**src/rtl/tcs_pkg.sv**
```systemverilog
package tcs_pkg;

  typedef enum logic [2:0] {
    CS_STOP     = 3'd0,
    CS_DIV1     = 3'd1,
    CS_DIV8     = 3'd2,
    CS_DIV64    = 3'd3,
    CS_DIV256   = 3'd4,
    CS_DIV1024  = 3'd5,
    CS_EXT_FALL = 3'd6,
    CS_EXT_RISE = 3'd7
  } cs_code_e;

  localparam int N_TAPS = 4;

  // number of low prescaler bits that must be zero for tap idx
  function automatic int tap_log2(input int idx);
    case (idx)
      0:       return 3;
      1:       return 6;
      2:       return 8;
      default: return 10;
    endcase
  endfunction

  // tap index used by a divided code
  function automatic int code_to_tap(input cs_code_e c);
    return int'(c) - int'(CS_DIV8);
  endfunction

endpackage

```
**src/rtl/psc_counter.sv**
```systemverilog
module psc_counter #(
  parameter int W = 10
) (
  input  logic         clk,
  input  logic         rst_n,
  input  logic         clr,
  output logic [W-1:0] q
);
  always_ff @(posedge clk or negedge rst_n) begin
    if (!rst_n)   q <= '0;
    else if (clr) q <= '0;
    else          q <= q + 1'b1;
  end
endmodule

```
**src/rtl/psc_taps.sv**
```systemverilog
module psc_taps
  import tcs_pkg::*;
#(
  parameter int W = 10,
  parameter int N = N_TAPS
) (
  input  logic [W-1:0] q,
  output logic [N-1:0] tick
);
  for (genvar i = 0; i < N; i++) begin : g_tap
    localparam int LG = tap_log2(i);
    assign tick[i] = ~|q[LG-1:0];
  end
endmodule

```
**src/rtl/pin_edge.sv**
```systemverilog
module pin_edge #(
  parameter int STAGES = 2
) (
  input  logic clk,
  input  logic rst_n,
  input  logic pin,
  output logic rise,
  output logic fall
);
  // chain[0..STAGES-1] synchronize, chain[STAGES] holds previous level
  logic [STAGES:0] chain;

  always_ff @(posedge clk or negedge rst_n) begin
    if (!rst_n) chain <= '0;
    else        chain <= {chain[STAGES-1:0], pin};
  end

  assign rise =  chain[STAGES-1] & ~chain[STAGES];
  assign fall = ~chain[STAGES-1] &  chain[STAGES];
endmodule

```
**src/rtl/tmr_clk_sel.sv**
```systemverilog
module tmr_clk_sel
  import tcs_pkg::*;
#(
  parameter int PSC_W       = 10,
  parameter int SYNC_STAGES = 2
) (
  input  logic       clk,
  input  logic       rst_n,
  input  logic [2:0] sel,
  input  logic       psc_clr,
  input  logic       ext_pin,
  output logic       cnt_en
);
  logic [PSC_W-1:0]  psc_q;
  logic [N_TAPS-1:0] tap_tick;
  logic              rise_evt;
  logic              fall_evt;
  logic              en_next;
  cs_code_e          code;

  psc_counter #(.W(PSC_W)) u_psc (
    .clk(clk), .rst_n(rst_n), .clr(psc_clr), .q(psc_q)
  );

  psc_taps #(.W(PSC_W), .N(N_TAPS)) u_taps (
    .q(psc_q), .tick(tap_tick)
  );

  pin_edge #(.STAGES(SYNC_STAGES)) u_edge (
    .clk(clk), .rst_n(rst_n), .pin(ext_pin), .rise(rise_evt), .fall(fall_evt)
  );

  assign code = cs_code_e'(sel);

  always_comb begin
    case (code)
      CS_STOP:     en_next = 1'b0;
      CS_DIV1:     en_next = 1'b1;
      CS_DIV8,
      CS_DIV64,
      CS_DIV256,
      CS_DIV1024:  en_next = tap_tick[code_to_tap(code)];
      CS_EXT_FALL: en_next = fall_evt;
      CS_EXT_RISE: en_next = rise_evt;
      default:     en_next = 1'b0;
    endcase
  end

  always_ff @(posedge clk or negedge rst_n) begin
    if (!rst_n) cnt_en <= 1'b0;
    else        cnt_en <= en_next;
  end
endmodule

```
**config.mk**
```make
export PLATFORM = sky130hd
export DESIGN_NAME = tmr_clk_sel
export DESIGN_NICKNAME = d
export VERILOG_FILES = /design/src/rtl/tcs_pkg.sv /design/src/rtl/psc_counter.sv /design/src/rtl/psc_taps.sv /design/src/rtl/pin_edge.sv /design/src/rtl/tmr_clk_sel.sv
export SDC_FILE = /design/constraint.sdc
export NUM_CORES = 1
export LEC_CHECK = 0
export BUFFER_PORTS_ARGS = -buffer_cell sky130_fd_sc_hd__buf_4
export CAP_MARGIN = 10
export CORE_UTILIZATION = 48
export CTS_CLUSTER_DIAMETER = 80
export CTS_CLUSTER_SIZE = 40
export DETAILED_ROUTE_END_ITERATION = 8
export PLACE_DENSITY = 0.71
export REMOVE_ABC_BUFFERS = 1
export SLEW_MARGIN = 10
export SYNTH_ARGS = -nofsm -noshare
export SYNTH_HDL_FRONTEND = slang
export SYNTH_SLANG_ARGS = --single-unit
```
**constraint.sdc**
```tcl
create_clock -name clk -period 1.3 [get_ports clk]
set_input_delay 0.195 -clock clk [delete_from_list [all_inputs] [get_ports clk]]
set_output_delay 0.195 -clock clk [all_outputs]
set_load 0.005 [all_outputs]
```
==> results.ini <==
[status]
status=completed

[sta]
timing.fmax_mhz=776
timing.hold.ws_ns=0.0115
slew_headroom=0.819
rsz0062_at_grt=yes
hold_viol=0
setup_viol=0
drv_slew=0
period_minus_slack_ns=1.29
tightest_slew_ns=0.270
finClkSkew_ns=0.000984
fin_crit_sh=0.992

[detailed_routing]
ant_nets=0
wl_per_cell_um=16.0
met1_length_um=704
drc=0
drtPass1Iterations=4
viasPerCell=5.72
route.met3.wl_um=47
dr_wl_met2_um=891
drtIter0Drc=11
totalWireLength_um=1660
vias=595
highest_layer=met4

[global_routing]
first_global_vias=530
grt_max_degree=15
grt_util_all_layers=0.237
grt_antenna_before_repair=0
grt_pass1_wl_um=2350
grt_overflow=0

[layout]
nets=99
multiInputGateArea_sq_um=392
fillers=99
syn_to_final_growth_pct=42.1
seqCellArea_sq_um=353
drive_above_1_share=0.449
diodes=0
design_area_sq_um=963

[floorplan]
start_util=0.521
ios=8
die_x_um=39.6
core_area_sq_mm=0.00130
rows=13
dieArea_sq_mm=0.00157
fp.dieH_um=39.6

[pwr]
p_leak_nw=0.428
irDropWorstVdd_uv=667
p_total_w=0.000884
powerDensity_mw_per_mm2=917

[critical_path]
setup.worst_path.class=reg2reg
cpMaxStageDelayCell=or4_4
crit_path_max_fanout=4
critPathLaunchType=flop
critPathRequiredTime_ns=1.52
slowest_delay_ns=0.48
end_kind=flop
arrival_ns=1.51
path_cells=buf_4, nand2_1, or4_4, a21oi_2

[logic_synthesis]
synth_edf_count=0
dominantRegCellSynth=dfrtp_1
synth_warnings=0
yosysSeqAreaShare=0.517
async_reset_ff_frac=1.00
synth_area_sq_um=678
synth-seq-cells=14
syn_inst=67
synth.distinct_cells=29
post_synth.cell_area_avg_sq_um=10.1

[place]
io_buffers=7
dpl.hpwl_um=1000
placed_cell_area_sq_um=828
routabilityCongestion=0.771

[min_path]
min_path_type=in2reg

[cts]
cts_buffer_depth=2
cts_setup_buffers=0
clk_latency_ns=0.28
clk_pin_slew_ns=0.08
cts-htree-levels=1
cts_buffers=3
cts.sinks=14
clockRootBuffer=clkbuf_4
cts_tree=done

[job]
maxCapViolCount=0

## routing by layer
metal / up-vias / global-route usage
met1: 301 / 0.295
met5: - / 0
met2: 12 / 0.389
met4: 0 / 0.103
met3: 2 / 0.0511
li1: 280 / -
## where the power goes
group          total [W]  switching (W)  internal (W)
Sequential      0.000470      0.0000173      0.000453
Clock           0.000316       0.000146      0.000171
Combinational  0.0000977      0.0000475     0.0000502
## worst paths after layout
path / startpoint / depth (start not counted) / endpoint / slack [ns]
max: u_psc.q[6]$_DFF_PN0_ / 4 / u_psc.q[7]$_DFF_PN0_ / 0.01
min: ext_pin / 1 / u_edge.chain[0]$_DFF_PN0_ / 0.01
max reg2reg: u_psc.q[6]$_DFF_PN0_ / 4 / u_psc.q[7]$_DFF_PN0_ / 0.01
min reg2reg: u_edge.chain[0]$_DFF_PN0_ / 0 / u_edge.chain[1]$_DFF_PN0_ / 0.36
max in group asynchronous: rst_n / 2 / u_psc.q[0]$_DFF_PN0_ / 0.84
min in group asynchronous: rst_n / 2 / u_psc.q[7]$_DFF_PN0_ / 0.28
## per-stage QoR
step	TNS [ns]	instances	setup WS (ns)	utilization
after global placement	-0.00156	99	-0.00156	0.637
after CTS	0	104	0.000353	0.689
after floorplan	-0.0262	66	-0.0262	-
final	0	104	0.0106	0.740
after global routing	-0.0986	104	-0.0329	0.740
after detailed placement	-0.0581	99	-0.0530	0.637
## cells in the final DEF (no fill, tap or decap), types with 3 or more instances in the layout
master / Yosys / routed
dfrtp_1: 14 / 12
clkbuf_4: 0 / 3
o21ai_0: 3 / 3
nor2_1: 7 / 7
buf_4: 0 / 17
nor2b_1: 4 / 4
## worst max-delay path: cells and delay by family, from the launching register on
kind	cells	cell delay (ns)
and+or+nand+nor	2	0.55
DFF	1	0.38
AOI/OAI and AO/OA	1	0.15
buffers and inverters	1	0.14
## timing repair
item,in CTS,in global routing
gates resized for setup,5,14
endpoints found under the setup margin,3,6
hold buffers,1,0
pin swaps,4,4
hold endpoints to repair,14,0
## synthesized netlist by cell type (2+ instances only)
master | n | area share
o21ai_0 | 3 | 0.022
nand2_1 | 2 | 0.011
a21oi_1 | 4 | 0.030
nor3_1 | 2 | 0.015
nor4_1 | 2 | 0.018
inv_1 | 3 | 0.017
nand3_1 | 3 | 0.022
xnor2_1 | 2 | 0.026
nor2b_1 | 4 | 0.037
dfrtp_1 | 14 | 0.52
ha_1 | 2 | 0.037
nor2_1 | 7 | 0.039
mux2_2 | 2 | 0.033
or3_1 | 2 | 0.018
## state kept, by name (all words and copies together) (netlist names)
signal and count:
u_psc.q 10, u_edge.chain 3, cnt_en 1
## area by class of cell
| type | count | area share |
|---|---|---|
| Clock buffer | 4 | 0.0377 |
| Inverter | 4 | 0.0156 |
| Multi-Input combinational cell | 48 | 0.406 |
| Sequential cell | 14 | 0.366 |
| Tap cell | 15 | 0.0195 |
| Timing Repair Buffer | 19 | 0.155 |
## logic make-up (layout without fill, tap and decap cells)
family          count (synthesis)  after routing  share of synthesized area
simple gates                   31             31                      0.264
compound gates                 10             10                     0.0830
xor+xnor                        3              3                     0.0388
flops                          14             14                      0.517
mux                             2              2                     0.0332
buf+inv                         5             27                     0.0277
fa+ha+maj                       2              2                     0.0369
Power figures use the tool's default switching activity.
